File: config.mk
export PLATFORM = sky130hd
export DESIGN_NAME = hs_bus_target
export DESIGN_NICKNAME = d
export VERILOG_FILES = /design/src/rtl/hs_target_pkg.sv /design/src/rtl/hs_addr_decode.sv /design/src/rtl/hs_handshake_fsm.sv /design/src/rtl/hs_reg_file.sv /design/src/rtl/hs_bus_target.sv
export SDC_FILE = /design/constraint.sdc
export NUM_CORES = 1
export LEC_CHECK = 0
export ABC_AREA = 1
export BUFFER_PORTS_ARGS = -buffer_cell sky130_fd_sc_hd__buf_4
export CORE_ASPECT_RATIO = 0.75
export CORE_UTILIZATION = 35
export DETAILED_ROUTE_END_ITERATION = 8
export PLACE_DENSITY_LB_ADDON = 0.1
export SETUP_SLACK_MARGIN = 0.4
export SYNTH_ARGS = -nofsm -noshare
export SYNTH_HDL_FRONTEND = slang
export SYNTH_SLANG_ARGS = --single-unit
File: constraint.sdc
create_clock -name clk_i -period 2.48 [get_ports clk_i]
set_input_delay 0.248 -clock clk_i [delete_from_list [all_inputs] [get_ports clk_i]]
set_output_delay 0.248 -clock clk_i [all_outputs]
set_load 0.02 [all_outputs]
File: src/rtl/hs_target_pkg.sv
package hs_target_pkg;
  typedef enum logic [0:0] {HS_IDLE, HS_ACK} hs_state_e;
  typedef enum logic [1:0] {SEL_NONE, SEL_IN, SEL_OUT} hs_sel_e;
endpackage

File: src/rtl/hs_addr_decode.sv
module hs_addr_decode
  import hs_target_pkg::*;
#(
  parameter int unsigned           ADDR_W     = 30,
  parameter logic [ADDR_W-1:0]     BASE_WADDR = 30'h0123_4560,
  parameter int unsigned           IN_WOFS    = 0,
  parameter int unsigned           OUT_WOFS   = 1
) (
  input  logic              me_i,
  input  logic [ADDR_W-1:0] addr_i,
  output hs_sel_e           sel_o
);
  localparam logic [ADDR_W-1:0] IN_WADDR  = BASE_WADDR + ADDR_W'(IN_WOFS);
  localparam logic [ADDR_W-1:0] OUT_WADDR = BASE_WADDR + ADDR_W'(OUT_WOFS);

  // gated by me_i so settling addresses never decode
  always_comb begin
    sel_o = SEL_NONE;
    if (me_i) begin
      if (addr_i == IN_WADDR)       sel_o = SEL_IN;
      else if (addr_i == OUT_WADDR) sel_o = SEL_OUT;
    end
  end
endmodule

File: src/rtl/hs_handshake_fsm.sv
module hs_handshake_fsm
  import hs_target_pkg::*;
(
  input  logic clk_i,
  input  logic rst_ni,
  input  logic me_i,
  input  logic hit_i,
  output logic fire_o,
  output logic ack_o
);
  hs_state_e state_q, state_d;

  assign fire_o = (state_q == HS_IDLE) && me_i && hit_i;

  always_comb begin
    state_d = state_q;
    unique case (state_q)
      HS_IDLE: if (fire_o) state_d = HS_ACK;
      HS_ACK:  if (!me_i)  state_d = HS_IDLE;
      default: state_d = HS_IDLE;
    endcase
  end

  always_ff @(posedge clk_i or negedge rst_ni) begin
    if (!rst_ni) state_q <= HS_IDLE;
    else         state_q <= state_d;
  end

  always_ff @(posedge clk_i or negedge rst_ni) begin
    if (!rst_ni) ack_o <= 1'b0;
    else         ack_o <= (state_d == HS_ACK);
  end

  a_r2_no_ack_without_me: assert property (@(posedge clk_i) disable iff (!rst_ni)
    $rose(ack_o) |-> $past(me_i));
  a_r8_ack_holds: assert property (@(posedge clk_i) disable iff (!rst_ni)
    (ack_o && me_i) |=> ack_o);
  a_r8_ack_drops: assert property (@(posedge clk_i) disable iff (!rst_ni)
    (ack_o && !me_i) |=> !ack_o);
  a_r9_no_ack_on_miss: assert property (@(posedge clk_i) disable iff (!rst_ni)
    (!ack_o && !hit_i) |=> !ack_o);
endmodule

File: src/rtl/hs_reg_file.sv
module hs_reg_file
  import hs_target_pkg::*;
#(
  parameter int unsigned DATA_W = 32,
  parameter int unsigned REG_W  = 8
) (
  input  logic                clk_i,
  input  logic                rst_ni,
  input  logic                fire_i,
  input  logic                ack_i,
  input  logic                me_i,
  input  logic                rnw_i,
  input  hs_sel_e             sel_i,
  input  logic [DATA_W/8-1:0] be_i,
  input  logic [DATA_W-1:0]   wdata_i,
  input  logic [REG_W-1:0]    in_port_i,
  output logic [DATA_W-1:0]   rdata_o,
  output logic [REG_W-1:0]    out_port_o
);
  localparam int unsigned BE_W  = DATA_W / 8;
  localparam int unsigned LANES = REG_W / 8;
  localparam int unsigned PAD_W = DATA_W - REG_W;

  logic [REG_W-1:0]  in_q;
  logic [7:0]        out_b [LANES];
  logic [DATA_W-1:0] rd_q;
  logic              wr_out;
  logic              unused_hi;

  assign wr_out    = fire_i && !rnw_i && (sel_i == SEL_OUT);
  assign unused_hi = ^{be_i[BE_W-1:LANES], wdata_i[DATA_W-1:REG_W]};

  always_ff @(posedge clk_i or negedge rst_ni) begin
    if (!rst_ni) in_q <= '0;
    else         in_q <= in_port_i;
  end

  for (genvar l = 0; l < LANES; l++) begin : g_lane
    always_ff @(posedge clk_i or negedge rst_ni) begin
      if (!rst_ni)                out_b[l] <= '0;
      else if (wr_out && be_i[l]) out_b[l] <= wdata_i[l*8 +: 8];
    end
    assign out_port_o[l*8 +: 8] = out_b[l];
  end

  always_ff @(posedge clk_i or negedge rst_ni) begin
    if (!rst_ni) rd_q <= '0;
    else if (fire_i) begin
      if (!rnw_i)               rd_q <= '0;
      else if (sel_i == SEL_IN) rd_q <= {{PAD_W{1'b0}}, in_q};
      else                      rd_q <= {{PAD_W{1'b0}}, out_port_o};
    end else if (!me_i) rd_q <= '0;
  end

  assign rdata_o = rd_q;

  a_r2_out_stable: assert property (@(posedge clk_i) disable iff (!rst_ni)
    !wr_out |=> $stable(out_port_o));
  a_r10_rdata_zero_idle: assert property (@(posedge clk_i) disable iff (!rst_ni)
    !ack_i |-> (rdata_o == '0));
  a_r10_rdata_frozen: assert property (@(posedge clk_i) disable iff (!rst_ni)
    (ack_i && me_i) |=> $stable(rdata_o));
endmodule

File: src/rtl/hs_bus_target.sv
module hs_bus_target
  import hs_target_pkg::*;
#(
  parameter int unsigned       ADDR_W     = 30,
  parameter int unsigned       DATA_W     = 32,
  parameter int unsigned       REG_W      = 8,
  parameter logic [ADDR_W-1:0] BASE_WADDR = 30'h0123_4560
) (
  input  logic                clk_i,
  input  logic                rst_ni,
  input  logic [ADDR_W-1:0]   addr_i,
  input  logic [DATA_W/8-1:0] be_i,
  input  logic                rnw_i,
  input  logic                me_i,
  input  logic [DATA_W-1:0]   wdata_i,
  output logic [DATA_W-1:0]   rdata_o,
  output logic                ack_o,
  input  logic [REG_W-1:0]    in_port_i,
  output logic [REG_W-1:0]    out_port_o
);
  hs_sel_e sel;
  logic    fire;

  hs_addr_decode #(
    .ADDR_W(ADDR_W), .BASE_WADDR(BASE_WADDR), .IN_WOFS(0), .OUT_WOFS(1)
  ) u_dec (
    .me_i(me_i), .addr_i(addr_i), .sel_o(sel)
  );

  hs_handshake_fsm u_fsm (
    .clk_i(clk_i), .rst_ni(rst_ni), .me_i(me_i),
    .hit_i(sel != SEL_NONE), .fire_o(fire), .ack_o(ack_o)
  );

  hs_reg_file #(.DATA_W(DATA_W), .REG_W(REG_W)) u_regs (
    .clk_i(clk_i), .rst_ni(rst_ni), .fire_i(fire), .ack_i(ack_o),
    .me_i(me_i), .rnw_i(rnw_i), .sel_i(sel), .be_i(be_i),
    .wdata_i(wdata_i), .in_port_i(in_port_i),
    .rdata_o(rdata_o), .out_port_o(out_port_o)
  );

  a_r7_in_write_no_effect: assert property (@(posedge clk_i) disable iff (!rst_ni)
    (me_i && !ack_o && !rnw_i && addr_i == BASE_WADDR) |=> $stable(out_port_o));
endmodule

# Word-level counts from Yosys, hierarchy flattened

Index checks and enable logic that the tools add are counted.

Word-level logic and storage cells: 27
Memories: 0
Output and inout bits: 41
Register bits: 49
Memory bits (read-only): 0
RAM bits: 0
Input port bits: 78
Latch bits: 0

Divide/modulo/power cells: 0
Magnitude comparators: 0
Bitwise gates (word level): 1
Add/subtract/negate cells: 0
Reductions and logical operators: 7
$mul: 0
Multiplexer cells: 10
Shifts and indexed selects: 0
Equal/unequal tests: 5

Operators by type and width:

| kind                                                                    | number |
|---|---|
| 32-bit 2-to-1 mux                                                       | 2 |
| 30-bit by 25-bit equality test with 1-bit output, second input constant | 2 |
| 8-bit 2-to-1 mux                                                        | 2 |
| 2-bit 2-to-1 mux                                                        | 3 |
| 1-bit logical AND                                                       | 5 |
| 2-bit by 1-bit equality test with 1-bit output, second input constant   | 1 |
| 2-bit equality test, second input constant                              | 1 |
| 1-bit 2-to-1 mux                                                        | 2 |
| 2-bit by 1-bit != test with 1-bit output, second input constant         | 1 |
| 1-bit case mux with 2 select lines                                      | 1 |
| 2-bit nonzero test                                                      | 1 |
| 1-bit zero test                                                         | 1 |
| 1-bit NOT                                                               | 1 |

# Depth between registers and ports, before layout

Depth after elaboration: 9
Depth in mapped cells: 12
Mapped depth without buffers: 12

# By module

Synthesis repeated with hierarchy kept, for this count alone.

Cell total of the unflattened synthesis: 193
Area total of the unflattened synthesis: 1451.4 µm²

Modules (own cells, without submodules):

| module           | area each (µm²) | seq. area each (µm²) | times used | cells each |
|---|---|---|---|---|
| hs_reg_file      | 1202.4          | 600.6                | 1          | 137 |
| hs_addr_decode   | 193.9           | 0.0                  | 1          | 47 |
| hs_handshake_fsm | 43.8            | 25.0                 | 1          | 6 |
| hs_bus_target    | 11.3            | 0.0                  | 1          | 3 |

# Least setup slack after synthesis

Ideal clock, no wire load.

Path kind: register -> register
Start point: reg u_fsm.state_q
End point: reg u_regs.out_b (netlist bit u_regs.out_port_o[0])
Stages on the path, launching flop included: 6
Library setup time: 0.065 ns
Required time: 2.415 ns
Period minus slack after synthesis: 1.238 ns
Path slack: 1.242 ns
Path buffers: 0
Arrival: 1.172 ns
Cells stage by stage: dfrtp_1 nor2_2 inv_2 nor3_4 nand3_1 nand2_1

Longest elaborated chain between the ends: 6

Ends and longest elaborated chain:

| element                        | line                   | RTL |
|---|---|---|
| start: declaration             | hs_handshake_fsm.sv:11 | `hs_state_e state_q, state_d;` |
| start signal: assignment       | hs_handshake_fsm.sv:26 | `else state_q <= state_d;` |
| 1-bit NOT                      | -                      |  |
| 1-bit logical AND (2 in a row) | hs_handshake_fsm.sv:13 | `assign fire_o = (state_q == HS_IDLE) && me_i && hit_i;` |
| 1-bit logical AND (2 in a row) | hs_reg_file.sv:30      | `assign wr_out = fire_i && !rnw_i && (sel_i == SEL_OUT);` |
| 1-bit logical AND              | hs_reg_file.sv:41      | `else if (wr_out && be_i[l]) out_b[l] <= wdata_i[l*8 +: 8];` |
| end signal: indexed assignment | hs_reg_file.sv:41      |  |
| end: declaration               | hs_reg_file.sv:25      | `logic [7:0] out_b [LANES];` |

Every way passes these cells.
A chain may end at the register's enable or synchronous reset.

# Worst setup path after layout

Start point: reg u_fsm.state_q
End point: reg u_regs.out_b (netlist bit u_regs.out_port_o[6])

Same word-level chain as after synthesis.

==> flow_metrics.tcl <==
set metrics [dict create \
    reg2reg_from "u_fsm.state_q" \
    cp_num_buf_inv 1 \
    yosys.area_share.simple_pct 37.4 \
    critical_path_class "reg2reg" \
    holdBufCountCts 1 \
    combPwrFrac_pct 17.4 \
    htree_levels 1 \
    rows 20 \
    critPathTopFamily "simple AND/OR/NAND/NOR gates" \
    fin_area_mm2 0.00213 \
    insertedDiodeCount 0 \
    cts_setup_buffers 0 \
    fin_crit_sh_pct 52.8 \
    ys_ff_latch 25 \
    ys_seq_area_share_pct 39.2 \
    arrival_ns 1.52 \
    power_density_mw_per_mm2 373 \
    p_int_mw 0.588 \
    setup_viol 0 \
    die_w_um 80.0 \
    hold_path_class "in2reg" \
    post-route-drc-count 0 \
    post_cts_resized 0 \
    status "completed" \
    worstHoldStart "in_port_i[0]" \
    yosys_warnings 0 \
    vias_per_cell 4.18 \
    synth_compound_area_share_pct 3.76 \
    clk_latency_ns 0.27 \
    worstPathRequired_ns 2.69 \
    synth.distinct_cells 21 \
    seqPwrFrac_pct 52.4 \
    place_congestion 0.769 \
    grt_pass1_vias 1344 \
    grt_use_total_pct 15.3 \
    grt_max_degree 26 \
    die_y_um 60.5 \
    synthXorXnorAreaFrac_pct 0 \
    ir_worst_vdd_uv 341 \
    syn-cell-area_mm2 0.00160 \
    leakage_nw 1.22 \
    setup_tns_ns 0 \
    crit_slowest_cell "dfrtp_1" \
    drv_slew 0 \
    cts-buffers-inserted 3 \
    clkTransAtPathRegs_ns 0.08 \
    clock-sinks 25 \
    drv_cap 0 \
    fmaxAchievable_mhz 764 \
    initial_core_util_pct 38.0 \
    drive_above_1_share_pct 31.2 \
    total_power_mw 0.793 \
    ioPinCount 119 \
    p_sw_share_pct 25.8 \
    synthMuxAreaShare_pct 0 \
    antenna_found_initial 0 \
    startpoint_type "flip-flop" \
    drt-pass1-iter-count 4 \
    die_area_mm2 0.00484 \
    overflow 0 \
    vias 1450 \
    routed_wl_mm 3.34 \
    cpPeakStageDelay_ns 0.42 \
    finalClockSkew_ns 0.00384 \
    synthCells 223 \
    synth_top_family_by_area "simple AND/OR/NAND/NOR gates" \
    cts_tree "built" \
    rsz0062_at_grt "false" \
    p_switching_mw 0.205 \
    clockPowerShare_pct 30.3 \
    grt_pass1_wl_mm 5.65 \
    crit_fanout 8 \
    rrSetupSlack_ns 1.17 \
    portBuffers 67 \
    dp_slack_ns 0.963 \
    hold_violations 0 \
    final_nets 371 \
    clock_path_buffers 2 \
    clockRootBuffer "clkbuf_8" \
    post_drt_wl_per_cell_um 9.63 \
    dpl-instance-area_mm2 0.00207 \
    avgSynthCellArea_um2 7.16 \
    core-area_mm2 0.00420 \
    crit_chain "nor2_2 > inv_2 > nor3_4 > nand3_1 > nand2_1" \
    worstRegToRegCells 5 \
    antenna_left 0 \
    endpoint_kind "flip-flop" \
    synthAdderAreaFrac_pct 0 \
    finalCriticalPeriod_ns 1.31 \
    whs_path_depth 1 \
    rr_endpoint "u_regs.out_port_o[6]" \
    area_growth_pct 33.0 \
    whs_endpoint "u_regs.in_q[0]" \
    finalWorstSetupSlack_ns 1.17 \
    post-dp-hpwl_mm 2.78 \
    drt_iter0_drc 71 \
]
routing by layer:
layer / track usage [%] / up-vias / wire (um)
met5: 0 / - / 0
met2: 25.8 / 72 / 1430
li1: - / 770 / -
met1: 20.5 / 608 / 1600
met4: 0.765 / 0 / 0
met3: 4.96 / 0 / 312
worst max path at each step:
stage	start	to	slack (ns)	cells after the start
3_5_place_dp	addr_i[3]	u_regs.out_port_o[0]	0.96	11
2_1_floorplan	u_fsm.state_q	u_regs.out_port_o[0]	1.24	5
6_report	u_fsm.state_q	u_regs.out_port_o[6]	1.17	5
5_1_grt	u_fsm.state_q	u_regs.out_port_o[7]	1.01	5
3_3_place_gp	addr_i[3]	u_regs.out_port_o[3]	0.96	11
4_1_cts	u_fsm.state_q	u_regs.out_port_o[5]	1.15	5
cells by family (layout without fill, tap and decap cells):
kind of cell / Yosys count / in the layout
and+or+nand+nor: 131 / 131
other: 1 / 24
AOI/OAI and AO/OA: 8 / 8
buffers and inverters: 58 / 104
DFF: 25 / 25
cells in the final DEF (no fill, tap or decap):
cell type,Yosys,layout
buf_4,24,67
nand2_1,62,62
nor2_1,27,27
inv_1,26,26
nand3_1,26,26
dfrtp_1,25,25
conb_1,1,24
o21bai_1,8,8
nor2_2,6,6
inv_2,4,4
nand2_2,3,3
clkbuf_8,0,3
nand3_2,2,2
nand2_4,1,1
clkinv_1,1,1
nand4_1,1,1
nor2_4,1,1
clkinv_2,1,1
nor3_4,1,1
nand4_2,1,1
clkinvlp_4,0,1
dlygate4sd3_1,0,1
metrics by stage:
step                utilization (%)  hold slack (ns)  cells
floorplan                         -          -0.0476    246
global placement               49.2            0.167    342
detailed placement             49.2            0.165    342
CTS                            50.6           0.0710    347
global route                   50.6           0.0592    347
finish                         50.6           0.0783    347
synth_stat cells:
master / n / area, um2
nand2_4: 1 / 11.3
nor2_1: 27 / 101
buf_4: 24 / 180
nand3_1: 26 / 130
conb_1: 1 / 3.75
nor2_4: 1 / 11.3
inv_1: 26 / 97.6
nand2_1: 62 / 233
nand3_2: 2 / 20.0
nor3_4: 1 / 16.3
clkbuf_1: 1 / 3.75
nor2_2: 6 / 37.5
inv_2: 4 / 15.0
clkinv_2: 1 / 5.00
dfrtp_1: 25 / 626
nand4_1: 1 / 6.26
nand2_2: 3 / 18.8
nand4_2: 1 / 12.5
buf_2: 1 / 5.00
clkinv_1: 1 / 3.75
o21bai_1: 8 / 60.1
state kept, by name, indices dropped and copies added, names as in the netlist:
register / cells
u_regs.out_port_o: 8
u_regs.rdata_o: 8
u_fsm.state_q: 1
u_regs.in_q: 8
power groups by stage:
stage / registers [mW] / logic [mW] / clock network, mW
after floorplan: 0.423 / 0.0901 / 0
after global placement: 0.424 / 0.136 / 0
final: 0.415 / 0.138 / 0.240
after detailed placement: 0.424 / 0.137 / 0
after global routing: 0.416 / 0.154 / 0.268
after CTS: 0.415 / 0.139 / 0.250
final cells by class:
cell class	count	area, um2
Clock buffer	3	41.3
Timing Repair Buffer	68	513
Sequential cell	25	626
Inverter	32	121
Fill cell	422	2080
Tap cell	55	68.8
Multi-Input combinational cell	163	748
Clock inverter	1	7.51
Power figures use the tool's default switching activity.
